File: src/rtl/sysctl_regbank.sv
module sysctl_regbank #(
  parameter int NREGS      = 64,
  parameter int ADDR_W     = 10,
  parameter int DIV0       = 2,
  parameter int DIV1       = 2,
  parameter int IDX_SRAM   = 0,
  parameter int IDX_DDR    = 1,
  parameter int IDX_NVM    = 3,
  parameter int IDX_CLKCFG = 5,
  parameter int IDX_PLL_LO = 10,
  parameter int IDX_PLL_ST = 11,
  parameter logic [31:0] PLL_LO_INIT = 32'h021A2358,
  parameter logic [31:0] PLL_ST_INIT = 32'h0000_0003
) (
  input  logic              clk,
  input  logic              rst_n,
  input  logic [ADDR_W-1:0] addr,
  input  logic              rd_en,
  input  logic              wr_en,
  input  logic [31:0]       wdata,
  output logic [31:0]       rdata,
  output logic              bad_offset,
  output logic              remap_flag
);
  localparam int IDX_W = ADDR_W - 2;
  localparam int SEL_W = (NREGS > 1) ? $clog2(NREGS) : 1;

  function automatic bit div_ok(input int d);
    return (d > 0) && (d <= 32) && ((d & (d - 1)) == 0);
  endfunction

  function automatic int div_code(input int d);
    int tz = 0;
    for (int b = 5; b >= 0; b--)
      if (d[b]) tz = b;
    return (d < 8) ? tz : tz + 1;
  endfunction

  localparam logic [31:0] CLKCFG_INIT = 32'((div_code(DIV0) << 5) | (div_code(DIV1) << 2));

  if (!div_ok(DIV0) || !div_ok(DIV1)) begin : g_bad_div
    $error("divisor parameters must be powers of two no larger than 32");
  end

  function automatic logic [31:0] init_val(input int i);
    if (i == IDX_PLL_LO) return PLL_LO_INIT;
    if (i == IDX_PLL_ST) return PLL_ST_INIT;
    if (i == IDX_CLKCFG) return CLKCFG_INIT;
    return 32'h0;
  endfunction

  logic [31:0]      regs [NREGS];
  logic [IDX_W-1:0] idx;
  logic [SEL_W-1:0] sel;
  logic             in_range, is_ro, is_remap, wr_ok;

  assign idx      = addr[ADDR_W-1:2];
  assign sel      = idx[SEL_W-1:0];
  assign in_range = ({{(32-IDX_W){1'b0}}, idx} < 32'(NREGS));
  assign is_ro    = (idx == IDX_W'(IDX_PLL_ST));
  assign is_remap = (idx == IDX_W'(IDX_SRAM)) || (idx == IDX_W'(IDX_DDR)) ||
                    (idx == IDX_W'(IDX_NVM));
  assign wr_ok    = wr_en && in_range && !is_ro && !is_remap;

  always_ff @(posedge clk or negedge rst_n) begin
    if (!rst_n) begin
      for (int i = 0; i < NREGS; i++) regs[i] <= init_val(i);
      rdata      <= '0;
      bad_offset <= 1'b0;
      remap_flag <= 1'b0;
    end else begin
      if (wr_ok) regs[sel] <= wdata;
      if (rd_en) rdata <= in_range ? regs[sel] : 32'h0;
      bad_offset <= (rd_en || wr_en) && !in_range;
      remap_flag <= wr_en && in_range && is_remap && (wdata != regs[sel]);
    end
  end

  AST_STATUS_HOLD: assert property (@(posedge clk) disable iff (!rst_n)
    $stable(regs[IDX_PLL_ST]));
  AST_REMAP_HOLD: assert property (@(posedge clk) disable iff (!rst_n)
    $stable(regs[IDX_SRAM]) && $stable(regs[IDX_DDR]) && $stable(regs[IDX_NVM]));
  AST_FLAG_AFTER_WRITE: assert property (@(posedge clk) disable iff (!rst_n)
    remap_flag |-> $past(wr_en));
  AST_OOB_READ_ZERO: assert property (@(posedge clk) disable iff (!rst_n)
    (rd_en && !in_range) |=> (rdata == 32'h0 && bad_offset));
  AST_OOB_WRITE_ERR: assert property (@(posedge clk) disable iff (!rst_n)
    (wr_en && !in_range) |=> (bad_offset && !remap_flag));
  AST_RDATA_HOLD: assert property (@(posedge clk) disable iff (!rst_n)
    !rd_en |=> $stable(rdata));
endmodule

File: config.mk
export PLATFORM = sky130hd
export DESIGN_NAME = sysctl_regbank
export DESIGN_NICKNAME = d
export VERILOG_FILES = /design/src/rtl/sysctl_regbank.sv
export SDC_FILE = /design/constraint.sdc
export NUM_CORES = 2
export LEC_CHECK = 0
export BUFFER_PORTS_ARGS = -buffer_cell sky130_fd_sc_hd__buf_4
export CELL_PAD_IN_SITES_DETAIL_PLACEMENT = 1
export CELL_PAD_IN_SITES_GLOBAL_PLACEMENT = 1
export CORE_MARGIN = 10
export CORE_UTILIZATION = 31
export DETAILED_ROUTE_END_ITERATION = 10
export HOLD_SLACK_MARGIN = 0.1
export PLACE_DENSITY = 0.56
export SLEW_MARGIN = 10
export SYNTH_ARGS = -nofsm -noshare
export SYNTH_HDL_FRONTEND = slang
export SYNTH_SLANG_ARGS = --single-unit
File: constraint.sdc
create_clock -name clk -period 3.14 [get_ports clk]
set_input_delay 0.628 -clock clk [delete_from_list [all_inputs] [get_ports clk]]
set_output_delay 0.628 -clock clk [all_outputs]
set_load 0.02 [all_outputs]
-- After elaboration in Yosys (flattened, before gate mapping)
Index checks and enable logic that the tools add are counted.
- register bits after elaboration: 2082
- bits of input ports: 46
- output and inout port bits: 34
- magnitude comparators: 3
- equal/unequal tests: 4
- mux-type cells: 7
- bitwise logic cells: 1
- reductions and logical operators: 14
- operators by type and width (kind ; count):
    $bwmux 2048 ; 1
    $bmux 32 s6 ; 1
    $demux 32 s6 ; 1
    $mux 32 ; 4
    $ne 32x32->1 ; 1
    $eq 8x1->1 const B ; 1
    $eq 8x2->1 const B ; 1
    $eq 8x4->1 const B ; 1
    $logic_not 8->1 ; 1
    $lt 8x7->1 const B ; 1
    $ge 7x7->1 const B ; 1
    $logic_and 1x1->1 ; 7
    $lt 7x1->1 const B ; 1
    $not 6->7 ; 1
    $logic_not 1->1 ; 3
    $logic_or 1x1->1 ; 3

-- Depth between registers and ports, before layout
- depth in word-level cells: 6
- gate-level depth with buffers: 16
- depth with buffers taken out: 9

-- Worst setup path after synthesis
OpenSTA, ideal clock, no wires.
- kind: input -> register
- start: in addr[2]
- end: reg remap_flag
- setup time: 0.131 ns
- data arrival time: 3.143 ns
- data required time: 3.009 ns
- path slack: -0.135 ns
- cell stages on the path: 13
- path buffers: 5
- cell sequence: buf_6 -> buf_8 -> buf_6 -> buf_2 -> buf_2 -> mux4_2 -> a22oi_1 -> nand4_1 -> nor3_1 -> xor2_1 -> nand4_1 -> nor4_1 -> a21oi_1
- cells in the longest elaborated chain, start to end: 6
- elaborated cells on any way between the ends: 14
- those cells by class: order compare (1); eq/ne (3); mux (3); bitwise (1); reduce/logical (6)
- RTL lines (what ; line ; RTL):
    start, declared ; 17 ; input logic [ADDR_W-1:0] addr,
    $not 6->7 (implied by the code) ; 75 ; remap_flag <= wr_en && in_range && is_remap && (wdata != regs[sel]);
    $bmux 32 s6 ; 75 ;
    $mux 32 (implied by the code) (2 in series) ; 75 ;
    $ne 32x32->1 ; 75 ;
    $logic_and 1x1->1 * ; 75 ;
    end signal, assigned ; 75 ;
    end, declared ; 23 ; output logic remap_flag
Every way passes the cells marked *; elsewhere a longest branch is shown, timed or not. The select of a mux whose other input is x is not followed.
A chain may end at the register's enable or synchronous reset.

-- Worst setup path in the final report
Ends and elaborated chain as after synthesis.

==> out/results.ini <==
[logic_synthesis]
synthesis.nets=6518
ys_ff_latch=2082
ys_seq_area_share_pct=55.6
async_flop_share_pct=100
synth_flop_cell=dfrtp_1
ys_types=86
ys_warn_count=0
synthCells=6472
synth_edf_count=0
synth_area_per_cell_um2=14.5
netlist_area_um2=93700

[critical_path]
cp_max_fo=17
path_cells=buf_16 -> and2_2 -> buf_12 -> buf_4 -> a221oi_1 -> o211ai_1 -> a211o_1 -> nor3_1 -> buf_4 -> xor2_1 -> buf_4 -> nand4_1 -> nor4_2 -> a21oi_1
critPathTopFamily=simple AND/OR/NAND/NOR gates
endpoint_kind=register
cp.arrival_ns=4.39
crit_path_max_incr_delay_ns=0.53
start_kind=input port
cp.buffers_inverters=5
crit_type=in -> reg
timing.critical_path.mode_cell=buf_4
crit_path_top_delay_cell=nand4_1
required_ns=3.94

[sta]
fmax_ghz=0.279
tightest_slew_ns=0.912
timing.final.ws_setup_ns=-0.449
setup_tns_ns=-0.449
finClkSkew_ns=0.0874
timing.hold.ws_ns=0.173
fin_crit_sh_pct=114
max_slew_margin_pct=39.2
rsz0062_at_grt=yes
hold_viol_final=0
drv_slew=0
finalCriticalPeriod_ns=3.59
setup-violations-final=1

[place]
port_buffers=77
pre_cts_slack_ns=-1.73
gp_congestion=0.860
dp_hpwl_um=257000

[pwr]
p_switching_uw=15500
p_leak_uw=0.0552
p_int_uw=46900
netSwitchingFraction_pct=24.8
seqPwrFrac_pct=45.8
powerDensity_nw_per_um2=541
comb_power_share_pct=8.9
peakVddDrop_mv=0.418
p_clk_share_pct=45.3

[cts]
cts_root_buffer=clkbuf_16
htree_levels=4
cts_buffer_depth=4
cts_tree=done
cts.reportedPaths.clkPinSlew_ns=0.06
cts_buffers=236
clock_latency_ns=0.93
cts.sink_count=2082

[final_layout]
fin_nets=7007
final_layout_size_suffix_gt1_share_pct=53.0
final_common_cell=dfrtp_1
synthToLayoutAreaGrowth_pct=23.0
layout_common_cells=dfrtp_1 (2068), mux2_2 (1959), buf_4 (731)
fin_util_pct=38.4

[global_route]
grt_max_degree=142
gr-usage-all-layers_pct=23.0
grt_pass1_vias=66455
grt_antenna_before_repair=15
grt_pass1_wl_um=538000
grt-ovfl-total=0

[floorplan]
rows=201
boundaryPins=80
die_area_um2=325000
initial_utilization_pct=31.2
die_height_um=570
core_area_um2=300000
fp.dieW_um=570

[drt]
drtIter0Drc=5070
first_pass_iters=5
wirelength_um=384000
drc_errors=0
via_per_inst=5.58
wl_per_cell_um=34.6
drtAntennaViolNets=0
num_vias=61997

[run]
maxCapViolations=0

[outcome]
status=complete, but fails checks
violations=negative setup slack

[min_path]
hp-class=in -> reg

-- area by class of cell --
type / count / area, um2
Timing Repair Buffer: 1036 / 11500
Fill cell: 30406 / 185000
Sequential cell: 2082 / 52100
Inverter: 7 / 30.0
Multi-Input combinational cell: 3598 / 38800
Tap cell: 3958 / 4950
Antenna cell: 7 / 17.5
Clock buffer: 359 / 7050
Clock inverter: 66 / 762
-- what timing repair did --
action	4_1_cts	5_1_grt
hold endpoints to repair	235	0
cloned	2	0
hold buffers	8	0
gates resized for setup	12	11
pin swaps	6	6
setup buffers	8	6
endpoints found under the setup margin	19	25
-- power by group through the flow --
stage          Combinational, uW  Sequential (uW)  Clock, uW
2_1_floorplan               2730            28800          0
3_3_place_gp                5350            29000          0
3_5_place_dp                5470            29100          0
4_1_cts                     5550            28600      28800
5_1_grt                     5870            28700      30000
6_report                    5530            28600      28300
-- path summary, 6_finish.rpt --
path | start | endpoint | slack, ns | cells after the start
max in group asynchronous | rst_n | regs[163] | 1.51 | 3
worst max register to register | regs[521] | remap_flag | -0.40 | 12
worst min-delay path | wdata[15] | regs[1647] | 0.17 | 2
worst max-delay path | addr[2] | remap_flag | -0.45 | 14
worst min register to register | regs[1664] | regs[1664] | 0.37 | 0
min in group asynchronous | rst_n | regs[1902] | 0.32 | 2
-- worst register-to-register path, stage by stage, from the launching register on --
cell and delay [ns]:
dfrtp_1 0.38, mux2_1 0.29, a221o_1 0.31, a222oi_1 0.37, o22ai_1 0.15, or4_1 0.62
xnor2_2 0.31, buf_4 0.23, o2111ai_1 0.14, buf_4 0.21, nor4_1 0.19, buf_4 0.16
a21oi_1 0.06
-- kinds of logic (layout without fill, tap and decap cells) --
| family | after synthesis | count (layout) | synth area share, % |
|---|---|---|---|
| mux | 2369 | 2369 | 31.7 |
| other cells | 0 | 7 | 0 |
| xor+xnor | 24 | 24 | 0.224 |
| simple gates | 484 | 484 | 2.81 |
| compound gates | 721 | 721 | 5.82 |
| flops | 2082 | 2082 | 55.6 |
| buf+inv | 792 | 1468 | 3.81 |
-- sequential cells by signal, summed over array words and instances (netlist names) --
| name | cells |
|---|---|
| bad_offset | 1 |
| rdata | 32 |
| regs | 2048 |
| remap_flag | 1 |
-- through the flow --
step | std cells | cell area, um2 | total power [uW]
floorplan | 6472 | 93800 | 31600
global route | 11108 | 115000 | 64500
CTS | 11100 | 115000 | 62900
global placement | 10658 | 107000 | 34300
detailed placement | 10658 | 107000 | 34500
finish | 11113 | 115000 | 62400
-- synth_stat cells (38+ instances only) --
cell type  count  share of area (%)
dfrtp_1     2068                 55
a22oi_1      176                1.4
clkbuf_1     484                1.9
buf_1         48               0.19
o22ai_1       59               0.39
o21ai_0       73               0.39
nand2_1      168               0.67
mux2i_1      122                1.3
a221oi_1     106               0.99
mux2_2      1959                 24
a221o_1       48               0.51
a22o_1        38               0.36
buf_2        193                1.0
a21oi_1       67               0.36
nor2_1        55               0.22
mux4_2       283                6.8
-- routing by layer --
layer | up-vias | track usage [%] | wire length (um)
li1 | 24963 | - | -
met1 | 34503 | 31.4 | 169000
met2 | 1875 | 37.1 | 179000
met3 | 652 | 3.34 | 18800
met4 | 4 | 8.74 | 16600
met5 | - | 0 | 25
No activity file was read; power rests on OpenSTA's default activity.
